[config.mk]
export PLATFORM = sky130hd
export DESIGN_NAME = addr_latch_demux
export DESIGN_NICKNAME = d
export VERILOG_FILES = /design/src/rtl/ald_pkg.sv /design/src/rtl/ald_addr_dec.sv /design/src/rtl/ald_out_sel.sv /design/src/rtl/addr_latch_demux.sv
export SDC_FILE = /design/constraint.sdc
export NUM_CORES = 1
export LEC_CHECK = 0
export BUFFER_PORTS_ARGS = -buffer_cell sky130_fd_sc_hd__buf_2
export CORE_MARGIN = 2
export CORE_UTILIZATION = 30
export CTS_CLUSTER_SIZE = 16
export DETAILED_ROUTE_END_ITERATION = 10
export SETUP_SLACK_MARGIN = 0.2
export SYNTH_ARGS = -nofsm -noshare
export SYNTH_HDL_FRONTEND = slang
export SYNTH_HIERARCHICAL = 1
export SYNTH_SLANG_ARGS = --single-unit
[constraint.sdc]
create_clock -name clk -period 1.36 [get_ports clk]
set_input_delay 0.408 -clock clk [delete_from_list [all_inputs] [get_ports clk]]
set_output_delay 0.408 -clock clk [all_outputs]
set_load 0.005 [all_outputs]
[src/rtl/ald_pkg.sv]
package ald_pkg;
    // mode code is {en_n, clr_n}
    typedef enum logic [1:0] {
        MODE_DEMUX = 2'b00,
        MODE_WRITE = 2'b01,
        MODE_CLEAR = 2'b10,
        MODE_HOLD  = 2'b11
    } ald_mode_e;

    function automatic ald_mode_e to_mode(input logic en_n, input logic clr_n);
        return ald_mode_e'({en_n, clr_n});
    endfunction
endpackage

[src/rtl/ald_addr_dec.sv]
module ald_addr_dec #(
    parameter int ADDR_W = 3,
    localparam int N_OUT = 1 << ADDR_W
) (
    input  logic [ADDR_W-1:0] addr,
    output logic [N_OUT-1:0]  sel
);
    for (genvar i = 0; i < N_OUT; i++) begin : g_sel
        assign sel[i] = (addr == ADDR_W'(i));
    end
endmodule

[src/rtl/ald_out_sel.sv]
module ald_out_sel
    import ald_pkg::*;
#(
    parameter int N_OUT = 8
) (
    input  ald_mode_e         mode,
    input  logic [N_OUT-1:0]  sel,
    input  logic              din,
    input  logic [N_OUT-1:0]  stored,
    output logic [N_OUT-1:0]  q
);
    logic [N_OUT-1:0] din_vec;

    assign din_vec = {N_OUT{din}};

    always_comb begin
        unique case (mode)
            MODE_WRITE: q = (stored & ~sel) | (din_vec & sel);
            MODE_HOLD:  q = stored;
            MODE_DEMUX: q = din_vec & sel;
            default:    q = '0;
        endcase
    end
endmodule

[src/rtl/addr_latch_demux.sv]
module addr_latch_demux
    import ald_pkg::*;
#(
    parameter int ADDR_W = 3,
    localparam int N_OUT = 1 << ADDR_W
) (
    input  logic              clk,
    input  logic              rst_n,
    input  logic [ADDR_W-1:0] addr,
    input  logic              din,
    input  logic              en_n,
    input  logic              clr_n,
    output logic [N_OUT-1:0]  q
);
    typedef struct packed {
        logic [N_OUT-1:0] bits;
    } ald_state_t;

    ald_state_t       st_d, st_q;
    ald_mode_e        mode;
    logic [N_OUT-1:0] sel;
    logic [N_OUT-1:0] q_comb;

    assign mode = to_mode(en_n, clr_n);

    ald_addr_dec #(.ADDR_W(ADDR_W)) u_dec (
        .addr (addr),
        .sel  (sel)
    );

    ald_out_sel #(.N_OUT(N_OUT)) u_sel (
        .mode   (mode),
        .sel    (sel),
        .din    (din),
        .stored (st_q.bits),
        .q      (q_comb)
    );

    // next stored word is whatever the outputs currently show
    always_comb begin
        st_d      = st_q;
        st_d.bits = q_comb;
    end

    always_ff @(posedge clk or negedge rst_n) begin
        if (!rst_n) st_q <= '0;
        else        st_q <= st_d;
    end

    assign q = q_comb;
endmodule

### Yosys cells after proc, flatten, opt, wreduce, memory -nomap -nowiden

Cells that the tools add are included.

| storage, ports and cells | value |
|---|---|
| input port bits | 8 |
| word-level logic and storage cells | 17 |
| register bits after elaboration | 8 |
| output and inout bits | 8 |

| cells by class | value |
|---|---|
| reductions and logical operators | 2 |
| bitwise logic cells | 4 |
| mux-type cells | 1 |
| eq/ne operators | 9 |

Operators with widths:

| cell | number |
|---|---|
| $pmux W8 S3 | 1 |
| $and A8 B8 Y8 | 2 |
| $eq A3 B3 Y1 const B | 4 |
| $not A8 Y8 | 1 |
| $or A8 B8 Y8 | 1 |
| $eq A3 B2 Y1 const B | 2 |
| $eq A3 B1 Y1 const B | 1 |
| $logic_not A3 Y1 | 1 |
| $eq A2 B1 Y1 const B | 1 |
| $eq A2 B2 Y1 const B | 1 |
| $logic_not A2 Y1 | 1 |

### Logic depth before layout (Yosys ltp)

| logic depth | value |
|---|---|
| depth in word-level cells | 5 |
| mapped depth | 3 |

### By module

Netlist, hierarchy kept.

By module, submodules not included:

| module | area an instance (um2) | seq. area each (um2) | cells an instance | times used |
|---|---|---|---|---|
| ald_out_sel | 247.7 | 0.0 | 35 | 1 |
| addr_latch_demux | 200.2 | 200.2 | 8 | 1 |
| ald_addr_dec | 65.1 | 0.0 | 8 | 1 |

### Worst setup path before layout

No wires, ideal clock.

| path | value |
|---|---|
| path kind | input port to output port |
| start point | in addr[0] |
| end point | out q[7] |
| stages | 3 |
| arrival time | 0.904 ns |
| buffers on the path | 0 |
| slack | 0.048 ns |
| data required time | 0.952 ns |
| cells stage by stage | and3_2 and2b_1 o21ai_2 |

| on the way | value |
|---|---|
| cells in the longest elaborated chain, start to end | 5 |
| elaborated cells between the ends (all ways) | 6 |
| those cells by class | eq/ne: 1; mux: 1; bitwise: 4 |

RTL lines:

| element | line | source |
|---|---|---|
| from (decl) | addr_latch_demux.sv:9 | `input logic [ADDR_W-1:0] addr,` |
| $eq A3 B3 Y1 (*) | ald_addr_dec.sv:9 | `assign sel[i] = (addr == ADDR_W'(i));` |
| $not A8 Y8 | ald_out_sel.sv:18 | `MODE_WRITE: q = (stored & ~sel) \| (din_vec & sel);` |
| $and A8 B8 Y8 | ald_out_sel.sv:18 |  |
| $or A8 B8 Y8 | ald_out_sel.sv:18 |  |
| $pmux W8 S3 (*) | ald_out_sel.sv:17 | `unique case (mode)` |
| to (decl) | addr_latch_demux.sv:13 | `output logic [N_OUT-1:0] q` |

Every way passes the cells marked *; elsewhere a longest branch is shown, timed or not.

### Final worst setup path

| path | value |
|---|---|
| start point | in addr[1] |
| end point | out q[6] |

| on the way | value |
|---|---|
| cells in the longest elaborated chain, start to end | 5 |
| elaborated cells between the ends (all ways) | 6 |
| those cells by class | eq/ne: 1; mux: 1; bitwise: 4 |

RTL lines:

| element | line | source |
|---|---|---|
| $eq A3 B3 Y1 (*) | ald_addr_dec.sv:9 |  |
| named net sel[6] | addr_latch_demux.sv:21 | `logic [N_OUT-1:0] sel;` |
| $not A8 Y8 | ald_out_sel.sv:18 |  |
| $and A8 B8 Y8 | ald_out_sel.sv:18 |  |
| $or A8 B8 Y8 | ald_out_sel.sv:18 |  |
| $pmux W8 S3 (*) | ald_out_sel.sv:17 |  |

Mark *: on every way through the listed nets, which the timed path passes. The rest lies on a longest branch.

==> results.yml <==
final_layout:
  stdcell_count: 90
  n_antenna_cell: 0
  fin_util_pct: 51.04
  nNetsFinal: 84
  largest_reg_flops: 8
  top_register: "st_q"
  syn_to_final_growth_pct: 55.12
  layout-drive-gt1-share_pct: 64.86
  reg_top3: "st_q x8"
critical_path:
  start_kind: "primary input"
  critPathRequiredTime_ps: 950
  worst-path-max-fanout: 8
  criticalPathCategory: "in -> out"
  reg2reg_slack_ps: 310
  crit_path_end_kind: "output port"
  crit_arrival_ps: 1130
sta:
  timing.final.max_slew_violations: 0
  final.setup_skew_ps: 0
  fin_ws_ps: -176.8
  finalHoldViolCount: 0
  rsz0062_at_grt: "true"
  worstMarginPinSlew_ps: 204.5
  fin_crit_ps: 1537
  fin_crit_sh_pct: 113.0
  relSlewSlack_pct: 86.37
  finalSetupViolations: 8
  fmaxAchievable_ghz: 0.6507
logic_synthesis:
  netlist.area_leader.share_pct: 39.02
  syn_inst: 51
  synth_seq_area_share_pct: 39.02
  yosys_warnings: 6
  ys_seq_elements: 8
  synth_area_leaders: "dfrtp_1 (39%), o21ai_2 (14%), nand3b_1 (12%)"
  synthesis.area_um2: 513.0
  ys_types: 14
  yosysTopAreaCell: "dfrtp_1"
  syn-num-nets: 59
  syn_area_per_cell_um2: 10.06
floorplan:
  die_area_um2: 2057
  die_w_um: 45.35
  start_util_pct: 32.91
  dieHeight_um: 45.35
  core-area_um2: 1559
  rows: 14
  io_pins: 16
route:
  wl_met3_um: 58
  top_layer: "met4"
  drc: 0
  drt-wirelength-per-cell_um: 12.80
  routed-wl-met2_um: 546
  vias: 448
  firstDrtPassIters: 2
  drt_wl_total_mm: 1.152
  ant_nets: 0
  wl_met1_um: 528
  drtIter0Drc: 2
  vias_per_cell: 4.978
clock_network:
  cts-root-buf: "clkbuf_4"
  htreeDepth: 1
  ctsLongestPathBuffers: 2
  cts_tree: "built"
  cts_made_buffers: 3
  clk_latency_ps: 250
  clock_sinks: 8
  path_clk_slew_ps: 50
placed_design:
  hpwl_um: 807
  gp_congestion: 0.6771
  io_buffer_count: 15
  dp.cells: 81
power:
  ir_worst_vdd_mv: 0.4636
  power.density_nw_per_um2: 703.3
  p_leak_nw: 0.3799
hold_path:
  hp-class: "in -> reg"
outcome:
  violations: "negative setup slack"
  status: "complete, but fails checks"
global_route:
  grt_pass1_vias: 433
  grt_max_degree: 16
  grt-ovfl-total: 0
  grt_pass1_wl_mm: 1.932
  antenna_found_initial: 0
  grt_use_total_pct: 13.43
flow_run:
  maxCapViolCount: 0
==> placed cells by master (no fill, tap or decap) <==
master,instances
o21ai_2,8
dlygate4sd3_1,1
and3b_2,3
nand2_1,8
and3_4,1
nor2b_4,2
nor3_4,1
nor3b_2,1
and2b_4,5
buf_4,4
buf_6,4
nand3b_1,8
clkbuf_4,3
and2b_1,1
buf_12,3
nor3b_4,2
buf_2,11
dfrtp_1,8
==> power by group <==
| part | internal, mW | total, mW | switching [mW] |
|---|---|---|---|
| registers | 0.246 | 0.249 | 0.00237 |
| clock network | 0.101 | 0.181 | 0.0798 |
| logic | 0.0752 | 0.130 | 0.0552 |
==> repair_timing <==
action | CTS | global route
resized for setup | 17 | 2
setup buffers | 5 | 0
hold buffers | 1 | 0
endpoints found under the setup margin | 8 | 9
pin swaps | 6 | 4
endpoints found under the hold margin | 8 | 0
==> metrics by stage <==
step / hold WS, ps / cell area (µm²) / setup WS [ps] / total power, mW / setup TNS (ps)
floorplan: 112.4 / 561.8 / 70.33 / 0.3092 / 0
global placement: 268.9 / 654.4 / -273.3 / 0.3511 / -1851
detailed placement: 269.7 / 654.4 / -291.3 / 0.3532 / -1971
CTS: 462.6 / 787.0 / -182.0 / 0.5737 / -1201
global route: 483.8 / 795.8 / -220.9 / 0.5994 / -1434
finish: 470.5 / 795.8 / -176.8 / 0.5597 / -1115
==> area by class of cell <==
type                    count  area, µm²
clock buffers               3      22.52
fillers                   143      763.2
repair buffers             23      200.2
well taps                  16      20.02
multi-input cells          40      352.8
flip-flops and latches      8      200.2
==> metal layers <==
metal	GRT usage, %	vias to the layer above
met1	15.89	210
li1	-	223
met3	5.200	2
met2	20.86	13
met4	7.059	0
met5	0	-
==> Yosys cell counts (all sizes together) <==
cell    n
dfrtp   8
nand2   8
nand3b  8
o21ai   8
and2b   6
and3b   3
nor3b   3
buf     2
nor2b   2
and3    1
clkbuf  1
nor3    1
==> kinds of logic after synthesis <==
| group | synth area share, % |
|---|---|
| DFF | 39.02 |
| buffers and inverters | 3.413 |
| AOI/OAI and AO/OA | 13.66 |
| and+or+nand+nor | 43.90 |
==> final timing paths <==
kind | startpoint | to | cells past startpoint
max | addr[1] | q[6] | 5
min | addr[2] | st_q[2]$_DFF_PN0_ | 4
max reg2reg | st_q[7]$_DFF_PN0_ | st_q[7]$_DFF_PN0_ | 6
min reg2reg | st_q[5]$_DFF_PN0_ | st_q[5]$_DFF_PN0_ | 2
max in group asynchronous | rst_n | st_q[6]$_DFF_PN0_ | 2
min in group asynchronous | rst_n | st_q[2]$_DFF_PN0_ | 2
==> worst max-delay path, cell delays in order <==
cell	delay [ps]
buf_12	120
and3b_2	210
and2b_4	160
o21ai_2	110
buf_2	120
Power figures use the tool's default switching activity.
